===== src/rtl/ext_trig_pkg.sv =====
package ext_trig_pkg;

   localparam int MODE_W = 2;

   typedef enum logic [MODE_W-1:0] {
      TRIG_FALL = 2'b00,
      TRIG_RISE = 2'b01,
      TRIG_LOW  = 2'b10,
      TRIG_HIGH = 2'b11
   } trig_mode_e;

endpackage


===== src/rtl/ext_trig_mode_regs.sv =====
module ext_trig_mode_regs
   import ext_trig_pkg::*;
#(
   parameter int NUM_BYTES = 2,
   parameter int BYTE_W    = 8,
   parameter int SEL_W     = 1
) (
   input  logic                        clk,
   input  logic                        rst_n,
   input  logic                        wr_i,
   input  logic [SEL_W-1:0]            sel_i,
   input  logic [BYTE_W-1:0]           wdata_i,
   output logic [BYTE_W-1:0]           rdata_o,
   output logic [NUM_BYTES*BYTE_W-1:0] mode_o
);

   logic [NUM_BYTES*BYTE_W-1:0] mode_q;

   for (genvar b = 0; b < NUM_BYTES; b++) begin : g_byte
      always_ff @(posedge clk) begin
         if (!rst_n) begin
            mode_q[b*BYTE_W +: BYTE_W] <= '0;
         end else if (wr_i && (sel_i == SEL_W'(b))) begin
            mode_q[b*BYTE_W +: BYTE_W] <= wdata_i;
         end
      end
   end

   always_comb begin
      rdata_o = '0;
      for (int b = 0; b < NUM_BYTES; b++) begin
         if (sel_i == SEL_W'(b)) begin
            rdata_o = mode_q[b*BYTE_W +: BYTE_W];
         end
      end
   end

   assign mode_o = mode_q;

endmodule


===== src/rtl/ext_trig_pin_cell.sv =====
module ext_trig_pin_cell
   import ext_trig_pkg::*;
(
   input  logic              clk,
   input  logic              rst_n,
   input  logic              pin_i,
   input  logic [MODE_W-1:0] mode_i,
   output logic              strobe_o
);

   logic smp_q;
   logic prev_q;

   always_ff @(posedge clk) begin
      if (!rst_n) begin
         smp_q  <= 1'b0;
         prev_q <= 1'b0;
      end else begin
         smp_q  <= pin_i;
         prev_q <= smp_q;
      end
   end

   always_comb begin
      case (trig_mode_e'(mode_i))
         TRIG_FALL, TRIG_RISE: strobe_o = smp_q ^ prev_q;
         TRIG_LOW,  TRIG_HIGH: strobe_o = smp_q;
         default:              strobe_o = smp_q ^ prev_q;
      endcase
   end

endmodule


===== src/rtl/ext_trig_unit.sv =====
module ext_trig_unit
   import ext_trig_pkg::*;
#(
   parameter  int NUM_PINS      = 8,
   parameter  int BYTE_W        = 8,
   localparam int PINS_PER_BYTE = BYTE_W / MODE_W,
   localparam int NUM_BYTES     = NUM_PINS / PINS_PER_BYTE,
   localparam int SEL_W         = (NUM_BYTES > 1) ? $clog2(NUM_BYTES) : 1
) (
   input  logic                clk,
   input  logic                rst_n,
   input  logic [NUM_PINS-1:0] ext_pin_i,
   input  logic                cfg_wr_i,
   input  logic [SEL_W-1:0]    cfg_sel_i,
   input  logic [BYTE_W-1:0]   cfg_wdata_i,
   output logic [BYTE_W-1:0]   cfg_rdata_o,
   output logic [NUM_PINS-1:0] req_set_o
);

   if (BYTE_W % MODE_W != 0) begin : g_bad_byte
      $error("BYTE_W must hold a whole number of mode fields");
   end
   if (NUM_PINS % PINS_PER_BYTE != 0) begin : g_bad_pins
      $error("NUM_PINS must fill whole configuration bytes");
   end

   logic [NUM_BYTES*BYTE_W-1:0] mode_flat;

   ext_trig_mode_regs #(
      .NUM_BYTES (NUM_BYTES),
      .BYTE_W    (BYTE_W),
      .SEL_W     (SEL_W)
   ) u_regs (
      .clk     (clk),
      .rst_n   (rst_n),
      .wr_i    (cfg_wr_i),
      .sel_i   (cfg_sel_i),
      .wdata_i (cfg_wdata_i),
      .rdata_o (cfg_rdata_o),
      .mode_o  (mode_flat)
   );

   for (genvar i = 0; i < NUM_PINS; i++) begin : g_pin
      ext_trig_pin_cell u_cell (
         .clk      (clk),
         .rst_n    (rst_n),
         .pin_i    (ext_pin_i[i]),
         .mode_i   (mode_flat[i*MODE_W +: MODE_W]),
         .strobe_o (req_set_o[i])
      );
   end

endmodule


===== config.mk =====
export PLATFORM = sky130hd
export DESIGN_NAME = ext_trig_unit
export DESIGN_NICKNAME = d
export VERILOG_FILES = /design/src/rtl/ext_trig_pkg.sv /design/src/rtl/ext_trig_mode_regs.sv /design/src/rtl/ext_trig_pin_cell.sv /design/src/rtl/ext_trig_unit.sv
export SDC_FILE = /design/constraint.sdc
export NUM_CORES = 1
export LEC_CHECK = 0
export ABC_AREA = 1
export BUFFER_PORTS_ARGS = -buffer_cell sky130_fd_sc_hd__buf_4
export CAP_MARGIN = 5
export CORE_MARGIN = 2
export CORE_UTILIZATION = 46
export CTS_CLUSTER_SIZE = 20
export DETAILED_ROUTE_END_ITERATION = 16
export PLACE_DENSITY = 0.81
export SYNTH_ARGS = -nofsm -noshare
export SYNTH_HDL_FRONTEND = slang
export SYNTH_SLANG_ARGS = --single-unit

===== constraint.sdc =====
create_clock -name clk -period 2.7 [get_ports clk]
set_clock_uncertainty 0.15 [all_clocks]
set_input_delay 0.54 -clock clk [delete_from_list [all_inputs] [get_ports clk]]
set_output_delay 0.54 -clock clk [all_outputs]
set_load 0.1 [all_outputs]

# After elaboration in Yosys (flattened, before gate mapping)

Index checks and enable logic that the tools add are counted.

Flip-flop bits (word level): 32
Input bits: 20
Word-level logic and storage cells: 86
Output and inout bits: 16

Reduce and logical (&&, ||, !) cells: 26
Mux-type cells: 9
Bitwise logic cells: 9
Eq/ne operators: 24

Operator list:

| operator                                                        | count |
|---|---|
| 2-bit == test, second input constant                            | 16 |
| 2-bit OR reduction                                              | 16 |
| 2-bit by 1-bit == test with 1-bit output, second input constant | 8 |
| 2-bit zero test                                                 | 8 |
| 1-bit case mux with 2 select lines                              | 8 |
| 8-bit 2-to-1 mux                                                | 1 |
| 1-bit XOR                                                       | 8 |
| 1-bit logical AND                                               | 2 |
| 1-bit NOT                                                       | 1 |

# Depth between registers and ports, before layout

Gate-level depths: netlist (run 1).

Depth after elaboration: 3
Depth in mapped cells: 6
Mapped depth without buffers: 5

# Cells and area by module

A second synthesis (run 1) with hierarchy kept.

Cell total of the unflattened synthesis: 218
Area total of the unflattened synthesis: 1431.4 sq um

Modules (own cells, without submodules):

| module             | cells an instance | instances | sequential area each (sq um) | area each (sq um) |
|---|---|---|---|---|
| ext_trig_mode_regs | 114               | 1         | 320.3                        | 770.7 |
| ext_trig_pin_cell  | 13                | 8         | 40.0                         | 82.6 |

# Least setup slack after synthesis (run 1)

Ideal clock, no wire load.

Path kind: input port to output port
Start point: input cfg_sel_i
End point: output cfg_rdata_o[5]
Slack: -807 ps
Arrival: 2817 ps
Required time: 2010 ps
Cell stages on the path: 2
Buffers on the path: 1
Cell sequence: buf_2 o21ai_0

Cells in the longest elaborated chain, start to end: 1

Ends and longest elaborated chain:

| element            | RTL line                 | RTL |
|---|---|---|
| start: declaration | ext_trig_unit.sv:14      | `input logic [SEL_W-1:0] cfg_sel_i,` |
| 8-bit 2-to-1 mux   | ext_trig_mode_regs.sv:32 | `if (sel_i == SEL_W'(b)) begin` |
| end: declaration   | ext_trig_unit.sv:16      | `output logic [BYTE_W-1:0] cfg_rdata_o,` |

Every way passes these cells.

# Worst setup path after layout (run 1)

Start point: input cfg_sel_i
End point: output cfg_rdata_o[6]

The elaborated chain is that of the path after synthesis.

==> qor.txt, run 1 <==
Synth warnings: 0
Top cells by count, synth: nand2_1 (65), inv_1 (49), dfxtp_1 (32)
RSZ-0062 raised after global routing: no
Pre-CTS setup slack: 0.667 ns
Cts hold-fix bufs: 0
CP Capture Type: primary output
Worst EP required: 2.01 ns
Ys async rst share: 0%
Largest net degree at the start of global routing: 33
CP delay by family, top: buffers and inverters
Routed WL: 2620 um
Final Setup Violations: 0
Synth area leaders: dfxtp_1 (44%), nand2_1 (17%), inv_1 (13%), nor2_1 (6.2%), nand3_1 (5.5%)
Placed Instances: 287
Clk sink count: 32
Total track usage: 16.3%
Max-cap violations: 0
Die H: 60.3 um
Share of the synthesized area in the top cell type: 43.9%
Final slew viol count: 0
Status: completed
Number of global-route vias before repair: 1068
DR vias/cell: 4.35
Syn Std Cell Area: 1460 um^2
Final Wtd Congestion: 0.724
Initial core utilization: 48.2%
Share of cells above drive strength 1: 17.1%
Overflow after GRT: 0
H-tree depth: 2
Met2 Use GR: 25.8%
Ant diodes: 0
Worst-skew pair later-pin latency: 0.33 ns
Residual DRC: 0
Final Worst Setup Slack: 0.674 ns
Post-synthesis sequential area ratio: 43.9%
Nets@finish: 270
Global Route met3 Usage: 4.55%
Power, Total: 1.08 mW
Clk root buf: clkbuf_4
Predominant post-synthesis flop cell: dfxtp_1
# IOs: 36
PostCTS Resize Cnt: 0
DR WL/cell: 8.87 um
Max-slew headroom at the worst pin: 80.0%
Fin. Hold Viols: 0
Postcts setup bufs: 0
Post-Syn Instances: 224
HPWL Detailed: 1800 um
CTS Buf Count: 5
EDFF count, synth: 0
Syn Area/Cell: 6.51 um^2
Pleak: 1.00 nW
Worst-path clk slew: 0.09 ns
First-pass GRT wire length: 4370 um
TritonCTS clock tree: done
Crit path max fanout: 23
HP Class: in2reg
Antenna violations before repair: 0
Count leader, synth: nand2_1
Critical path class: in2out
Max incr delay on CP: 0.28 ns
Initial DRC count: 34
Most area-hungry cell type in the Yosys netlist: dfxtp_1
Slew @ Worst Pin: 0.300 ns
IR drop worst, VDD: 0.356 mV
CP Cell Sequence: buf_4 > inv_2 > nand2_1 > nand2_1 > buf_4
Area grow syn2layout: 18.6%
Via count: 1284
F_max: 494 MHz
Rows: 20
Die area: 3640 um^2
Clock buffer depth: 2
Critical path buffers and inverters: 3
Post-DRT Antenna Nets: 0
Yosys reg bits: 32
Startpoint Class: input pin
Fin cells: 295
Grt peak-use layer: met2
Slowest stage cell, crit path: buf_4
Synth cell types: 13
Worst Path Arrival: 1.34 ns
Fin crit share: 75.0%
Die width: 60.3 um
Fin crit period: 2.03 ns
Core area: 3030 um^2
Post-Syn Nets: 244
GR Layer Usage met1: 19.7%
IO buf count: 35
Pwr Density: 621 nW/um^2
Initial DRT Pass Iterations: 4
[kinds of logic after synthesis]
family | after synthesis | synth area share [%]
simple gates | 106 | 29.2
buf+inv | 66 | 20.1
flops | 32 | 43.9
compound gates | 20 | 6.86
[power breakdown]
group	total (mW)	switching, mW	leakage [nW]	internal (mW)
Sequential	0.514	0.0150	0.264	0.499
Clock	0.285	0.156	0.0326	0.128
Combinational	0.277	0.206	0.705	0.0706
Total	1.08	0.378	1.00	0.698
[worst paths after layout]
| path | startpoint | to | slack, ns | depth (start not counted) |
|---|---|---|---|---|
| worst max-delay path | cfg_sel_i | cfg_rdata_o[6] | 0.67 | 5 |
| worst min-delay path | ext_pin_i[6] | g_pin[6].u_cell.smp_q | 0.23 | 3 |
| worst max register to register | u_regs.mode_o[2] | u_regs.mode_o[2] | 1.95 | 2 |
| worst min register to register | g_pin[3].u_cell.smp_q | g_pin[3].u_cell.prev_q | 0.29 | 2 |
[registers in the layout, summed over array words and instances, names as in the netlist]
register             cells
g_pin.u_cell.smp_q       8
u_regs.mode_o           16
g_pin.u_cell.prev_q      8
[layer usage]
metal | up-vias | share of wire [%]
met4 | 0 | 2.7
met2 | 29 | 46
met3 | 7 | 5.6
li1 | 697 | -
met5 | - | 0
met1 | 551 | 46
[layout make-up]
| type | count | area (um^2) |
|---|---|---|
| clock buffer | 8 | 58.8 |
| fill | 311 | 1300 |
| inverter | 50 | 188 |
| multi-input combinational | 126 | 526 |
| sequential | 32 | 641 |
| tap | 44 | 55.1 |
| timing repair buffer | 35 | 263 |
[cell usage in the layout (no fill, tap or decap)]
master | synthesis | layout
inv_2 | 1 | 1
nor2_1 | 24 | 24
nand2_1 | 65 | 65
o21ai_0 | 12 | 8
clkbuf_4 | 0 | 5
nand3_1 | 16 | 16
clkbuf_8 | 0 | 1
dfxtp_1 | 32 | 32
nor2_4 | 1 | 1
clkbuf_1 | 1 | 2
a21oi_1 | 8 | 8
buf_4 | 8 | 35
inv_1 | 49 | 49
o21ai_1 | 0 | 4
[through the flow]
stage / hold slack, ns / cell area (um^2) / TNS [ns] / util [%]
after floorplan: 0.270 / 1460 / -0.194 / -
after global placement: 0.276 / 1670 / 0 / 55.2
after detailed placement: 0.283 / 1670 / 0 / 55.2
after CTS: 0.220 / 1730 / 0 / 57.1
after global routing: 0.226 / 1730 / 0 / 57.1
final: 0.235 / 1730 / 0 / 57.1
[tightest hold or removal path, cell delays in order]
cell and delay (ns):
buf_4 0.08, nand2_1 0.04, inv_1 0.04
Note: power is estimated with default switching activity, not from simulation.
==> run 2: changes to the inputs <==
==> constraint.sdc (replaced) <==
create_clock -name clk -period 2.1 [get_ports clk]
set_clock_uncertainty 0.15 [all_clocks]
set_input_delay 0.42 -clock clk [delete_from_list [all_inputs] [get_ports clk]]
set_output_delay 0.42 -clock clk [all_outputs]
set_load 0.1 [all_outputs]
==> run 2 against run 1 <==
Worst hold slack lost 0.12 ns. Total power grew 28%. Utilization is the same. Global-route usage shrank 0.66 points. Critical path type unchanged. Critical endpoint unchanged.
==> qor.txt, run 2 (synthesis results as in run 1) <==
Worst Hold Path Cells: 3 (unchanged)
Initial DRC count: 15 (was 34)
Number of global-route vias before repair: 1060 (was 1068)
Die width: 60.3 um (unchanged)
Clk sink count: 32 (unchanged)
Internal: 0.897 mW (was 0.698 mW)
Worst-skew pair later-pin latency: 0.33 ns (about the same)
Routed WL: 2600 um (was 2620 um)
Initial DRT Pass Iterations: 4 (unchanged)
Fin. Hold Viols: 0 (unchanged)
First-pass GRT wire length: 4180 um (was 4370 um)
Share of cells above drive strength 1: 17.1% (unchanged)
Switch share: 34.8% (was 35.1%)
Final Worst Setup Slack: 0.299 ns (was 0.674 ns)
CTS Buf Count: 5 (unchanged)
Total track usage: 15.6% (was 16.3%)
Most frequent cells in the layout: nand2_1 (65), inv_1 (49), buf_4 (35) (unchanged)
Clock network fraction of design power: 26.1% (was 26.5%)
Worst reg2reg path depth: 2 (unchanged)
Seq pwr share: 48.0% (was 47.8%)
Worst-path clk slew: 0.09 ns (about the same)
Clk root buf: clkbuf_4 (unchanged)
H-tree depth: 2 (unchanged)
Area grow syn2layout: 18.6% (unchanged)
Startpoint Class: input pin (unchanged)
PostCTS Resize Cnt: 0 (unchanged)
TritonCTS clock tree: done (unchanged)
Area of the multi-input gates: 526 um^2 (unchanged)
Gate power share: 25.9% (was 25.7%)
Max-slew headroom at the worst pin: 80.2% (was 80.0%)
Placed Area: 1670 um^2 (unchanged)
Worst Path Arrival: 1.23 ns (was 1.34 ns)
RSZ-0062 raised after global routing: no (unchanged)
F_max: 555 MHz
Fin crit share: 85.8%
Initial core utilization: 48.2% (unchanged)
Pre-CTS setup slack: 0.303 ns (was 0.667 ns)
Final hold slack: 0.115 ns (was 0.235 ns)
Ant diodes: 0 (unchanged)
DR WL/cell: 8.80 um (was 8.87 um)
Slew @ Worst Pin: 0.296 ns (was 0.300 ns)
Net Sw Power: 0.479 mW (was 0.378 mW)
Register Area: 641 um^2 (unchanged)
Cts hold-fix bufs: 0 (unchanged)
Most common cell after layout, fill and taps aside: nand2_1 (unchanged)
Die H: 60.3 um (unchanged)
Crit path max fanout: 23 (unchanged)
Final slew viol count: 0 (unchanged)
FILL cells: 320 (was 311)
Max-cap violations: 0 (unchanged)
Core area: 3030 um^2 (unchanged)
Post-DRT Antenna Nets: 0 (unchanged)
Rows: 20 (unchanged)
Critical path class: in2out (unchanged)
Final Wtd Congestion: 0.724 (about the same)
IO buf count: 35 (unchanged)
Via count: 1274 (was 1284)
Final Setup Violations: 0 (unchanged)
Residual DRC: 0 (unchanged)
Clock buffer depth: 2 (unchanged)
Antenna violations before repair: 0 (unchanged)
Fin crit period: 1.80 ns
Pleak: 1.00 nW (unchanged)
HPWL Detailed: 1780 um (was 1800 um)
Pwr Density: 795 nW/um^2 (was 621 nW/um^2)
Nets@finish: 270 (unchanged)
Largest net degree at the start of global routing: 33 (unchanged)
Postcts setup bufs: 0 (unchanged)
Die area: 3640 um^2 (unchanged)
Flip-flop count of the largest register after layout: 16 (unchanged)
Worst EP required: 1.53 ns (was 2.01 ns)
# IOs: 36 (unchanged)
DR vias/cell: 4.32 (was 4.35)
Overflow after GRT: 0 (unchanged)
IR drop worst, VDD: 0.389 mV (was 0.356 mV)
HP Class: in2reg (unchanged)
CP Capture Type: primary output (unchanged)
Final Instance Area: 1730 um^2 (unchanged)
Status: completed (unchanged)
-- run 2: per-stage QoR --
stage	util [%]	TNS [ns]	cells	power [mW]
floorplan	-	-1.63	224	0.967
CTS	57.1	0	295	1.39
detailed placement	55.2	0	287	1.03
finish	57.1	0	295	1.38
global placement	55.2	0	287	1.03
global route	57.1	0	295	1.44
-- run 2: power groups by stage --
stage          Clock (mW)  Sequential (mW)  Combinational [mW]
2_1_floorplan           0            0.671               0.297
3_3_place_gp            0            0.673               0.355
3_5_place_dp            0            0.675               0.358
4_1_cts             0.374            0.661               0.359
5_1_grt             0.395            0.666               0.381
6_report            0.360            0.660               0.356
-- run 2: final cells by class --
class	count	area share, %
sequential	32	37.0
inverter	50	10.8
multi-input combinational	126	30.4
clock buffer	8	3.40
timing repair buffer	35	15.2
tap	44	3.18
-- run 2: worst paths after layout --
check / start / to / slack [ns]
worst max register to register: u_regs.mode_o[11] / u_regs.mode_o[11] / 1.36
worst min register to register: g_pin[3].u_cell.smp_q / g_pin[3].u_cell.prev_q / 0.29
worst max-delay path: cfg_sel_i / cfg_rdata_o[6] / 0.30
worst min-delay path: ext_pin_i[4] / g_pin[4].u_cell.smp_q / 0.11
-- run 2: critical path: stages --
cell	delay, ns
buf_4	0.20
inv_2	0.19
nand2_1	0.07
nand2_1	0.06
buf_4	0.28
-- run 2: routing by layer --
metal	global-route usage, %	wire (um)	part of all wire [%]
met5	0	0	0
met4	8.89	64	2.5
met3	4.98	136	5.2
met2	25.9	1200	46
met1	17.6	1190	46
==> run 3: changes to the inputs <==
--- a/config.mk
+++ b/config.mk
@@ -8,6 +8,7 @@
 export ABC_AREA = 1
 export BUFFER_PORTS_ARGS = -buffer_cell sky130_fd_sc_hd__buf_4
 export CAP_MARGIN = 5
+export CORE_ASPECT_RATIO = 0.7
 export CORE_MARGIN = 2
 export CORE_UTILIZATION = 46
 export CTS_CLUSTER_SIZE = 20
==> constraint.sdc (replaced) <==
create_clock -name clk -period 2.1 [get_ports clk]
set_clock_uncertainty 0.15 [all_clocks]
set_input_delay 0.21 -clock clk [delete_from_list [all_inputs] [get_ports clk]]
set_output_delay 0.21 -clock clk [all_outputs]
set_load 0.1 [all_outputs]
==> run 3 against run 2 <==
Highest routed layer unchanged. Final area up 4.8%. Maximum frequency up 16%. Setup slack better by 0.25 ns. Sequential power about the same. Wire length up 3.0%. Worst hold slack worse by 0.071 ns. Sequential share of layout area down 1.7 points. Cell count down 0.34%. Combinational power up 3%. Die area up 0.20%. Flip-flop and latch count unchanged. Critical endpoint is now cfg_rdata_o[1].
==> qor.txt, run 3 (synthesis results as in run 1) <==
Area grow syn2layout: 24.3% (was 18.6%)
Worst hold start: cfg_wdata_i[2] (was ext_pin_i[4])
Pleak: 1.04 nW (was 1.00 nW)
Core area: 3080 um^2 (was 3030 um^2)
Net Sw Power: 0.479 mW (about the same)
Pre-CTS setup slack: 0.728 ns (was 0.303 ns)
Internal: 0.955 mW (was 0.897 mW)
Clk sink count: 32 (unchanged)
Flip-flop count of the largest register after layout: 16 (unchanged)
Fin crit period: 1.55 ns (was 1.80 ns)
Final Wtd Congestion: 0.742 (was 0.724)
Share of cells above drive strength 1: 16.4% (was 17.1%)
CP Cell Sequence: inv_1 > o21ai_0 > buf_4 (was buf_4 > inv_2 > nand2_1 > nand2_1 > buf_4)
Max incr delay on CP: 0.33 ns (was 0.28 ns)
Max-slew headroom at the worst pin: 79.6% (was 80.2%)
Fin crit share: 73.8% (was 85.8%)
Slowest stage cell, crit path: buf_4 (unchanged)
Worst Path Arrival: 1.19 ns (was 1.23 ns)
IR drop worst, VDD: 0.539 mV (was 0.389 mV)
HPWL Detailed: 1850 um (was 1780 um)
# IOs: 36 (unchanged)
Die area: 3650 um^2 (was 3640 um^2)
PostCTS Resize Cnt: 0 (unchanged)
Via count: 1289 (was 1274)
Post-DRT Antenna Nets: 0 (unchanged)
Worst EP required: 1.74 ns (was 1.53 ns)
TritonCTS clock tree: done (unchanged)
Worst-skew pair later-pin latency: 0.27 ns (was 0.33 ns)
Startpoint Class: register (was input pin)
IO buf count: 35 (unchanged)
Final Worst Setup Slack: 0.550 ns (was 0.299 ns)
Most frequent cells in the layout: nand2_1 (65), inv_1 (49), buf_4 (35) (unchanged)
Switch share: 33.4% (was 34.8%)
Final Setup Violations: 0 (unchanged)
Final setup TNS: 0 ns (unchanged)
Largest net degree at the start of global routing: 33 (unchanged)
First-pass GRT wire length: 4590 um (was 4180 um)
Most common cell after layout, fill and taps aside: nand2_1 (unchanged)
Critical path class: reg2out (was in2out)
DR WL/cell: 9.09 um (was 8.80 um)
DR vias/cell: 4.38 (was 4.32)
RSZ-0062 raised after global routing: no (unchanged)
Nets@finish: 278 (was 270)
HP Class: in2reg (unchanged)
Final hold slack: 0.0438 ns (was 0.115 ns)
H-tree depth: 2 (unchanged)
Status: completed (unchanged)
Fin. Hold Viols: 0 (unchanged)
Die width: 71.3 um (was 60.3 um)
Initial DRC count: 55 (was 15)
Crit path max fanout: 3 (was 23)
Die H: 51.1 um (was 60.3 um)
Reg-to-reg startpoint: u_regs.mode_o[13] (was u_regs.mode_o[11])
CP startpoint: u_regs.mode_o[1] (was cfg_sel_i)
Initial core utilization: 47.3% (was 48.2%)
F_max: 645 MHz (was 555 MHz)
Gate power share: 25.7% (was 25.9%)
CTS Buf Count: 5 (unchanged)
Number of global-route vias before repair: 1160 (was 1060)
Pwr Density: 791 nW/um^2 (was 795 nW/um^2)
Seq pwr share: 46.2% (was 48.0%)
Clock network fraction of design power: 28.2% (was 26.1%)
CP Capture Type: primary output (unchanged)
Final Instance Area: 1810 um^2 (was 1730 um^2)
Routed WL: 2670 um (was 2600 um)
FILL cells: 305 (was 320)
Clk root buf: clkbuf_8 (was clkbuf_4)
Rows: 17 (was 20)
Placed Area: 1660 um^2 (was 1670 um^2)
Placed Instances: 281 (was 287)
Fin cells: 294 (was 295)
Antenna violations before repair: 0 (unchanged)
Slew @ Worst Pin: 0.307 ns (was 0.296 ns)
Initial DRT Pass Iterations: 4 (unchanged)
Total track usage: 16.2% (was 15.6%)
Residual DRC: 0 (unchanged)
R2r setup slk: 1.33 ns (was 1.36 ns)
Ant diodes: 0 (unchanged)
Final slew viol count: 0 (unchanged)
Overflow after GRT: 0 (unchanged)
Max-cap violations: 0 (unchanged)
Clock buffer depth: 2 (unchanged)
Worst-path clk slew: 0.06 ns (was 0.09 ns)
-- run 3: changes by cell type in the layout (fill, tap and decap cells not counted), sizes merged --
cell         change
dlygate4sd3      +8
clkbuf           -3
-- run 3: power groups by stage --
stage          Sequential, mW  Combinational [mW]  Clock (mW)
4_1_cts                 0.662               0.370       0.417
3_3_place_gp            0.674               0.354           0
3_5_place_dp            0.675               0.358           0
5_1_grt                 0.666               0.396       0.436
6_report                0.662               0.368       0.404
2_1_floorplan           0.671               0.296           0
-- run 3: final cells by class --
class | instances | area (um^2) | area share (%)
clock buffers | 5 | 68.8 | 3.80
inverters | 50 | 188 | 10.4
multi-input cells | 126 | 526 | 29.0
flip-flops and latches | 32 | 641 | 35.3
repair buffers | 43 | 343 | 18.9
well taps | 38 | 47.5 | 2.62
-- run 3: critical path: cells and delay by family, from the launching register on --
kind / cells / cell delay [ns]
buffers and inverters: 2 / 0.39
DFF: 1 / 0.32
AOI/OAI and AO/OA: 1 / 0.20
-- run 3: routing by layer --
layer  vias up  track usage [%]  part of all wire [%]
li1        710                -                     -
met1       550             18.2                    48
met2        24             28.9                    47
met3         5             4.93                   4.6
met4         0             6.60                  0.86
met5         -                0                     0
-- run 3: path summary, 6_finish.rpt --
check | end | depth (start not counted)
worst max-delay path | cfg_rdata_o[1] | 3
worst min-delay path | u_regs.mode_o[10] | 3
worst max register to register | u_regs.mode_o[13] | 2
worst min register to register | g_pin[2].u_cell.prev_q | 2
-- run 3: what timing repair did --
item | in CTS | in global routing
setup buffers | 0 | 0
endpoints found under the hold margin | 8 | 0
hold buffers | 8 | 0
-- run 3: through the flow --
stage / total power, mW / utilization, %
after CTS: 1.45 / 58.8
after global routing: 1.50 / 58.8
after floorplan: 0.966 / -
after global placement: 1.03 / 54.0
after detailed placement: 1.03 / 54.0
final: 1.43 / 58.8
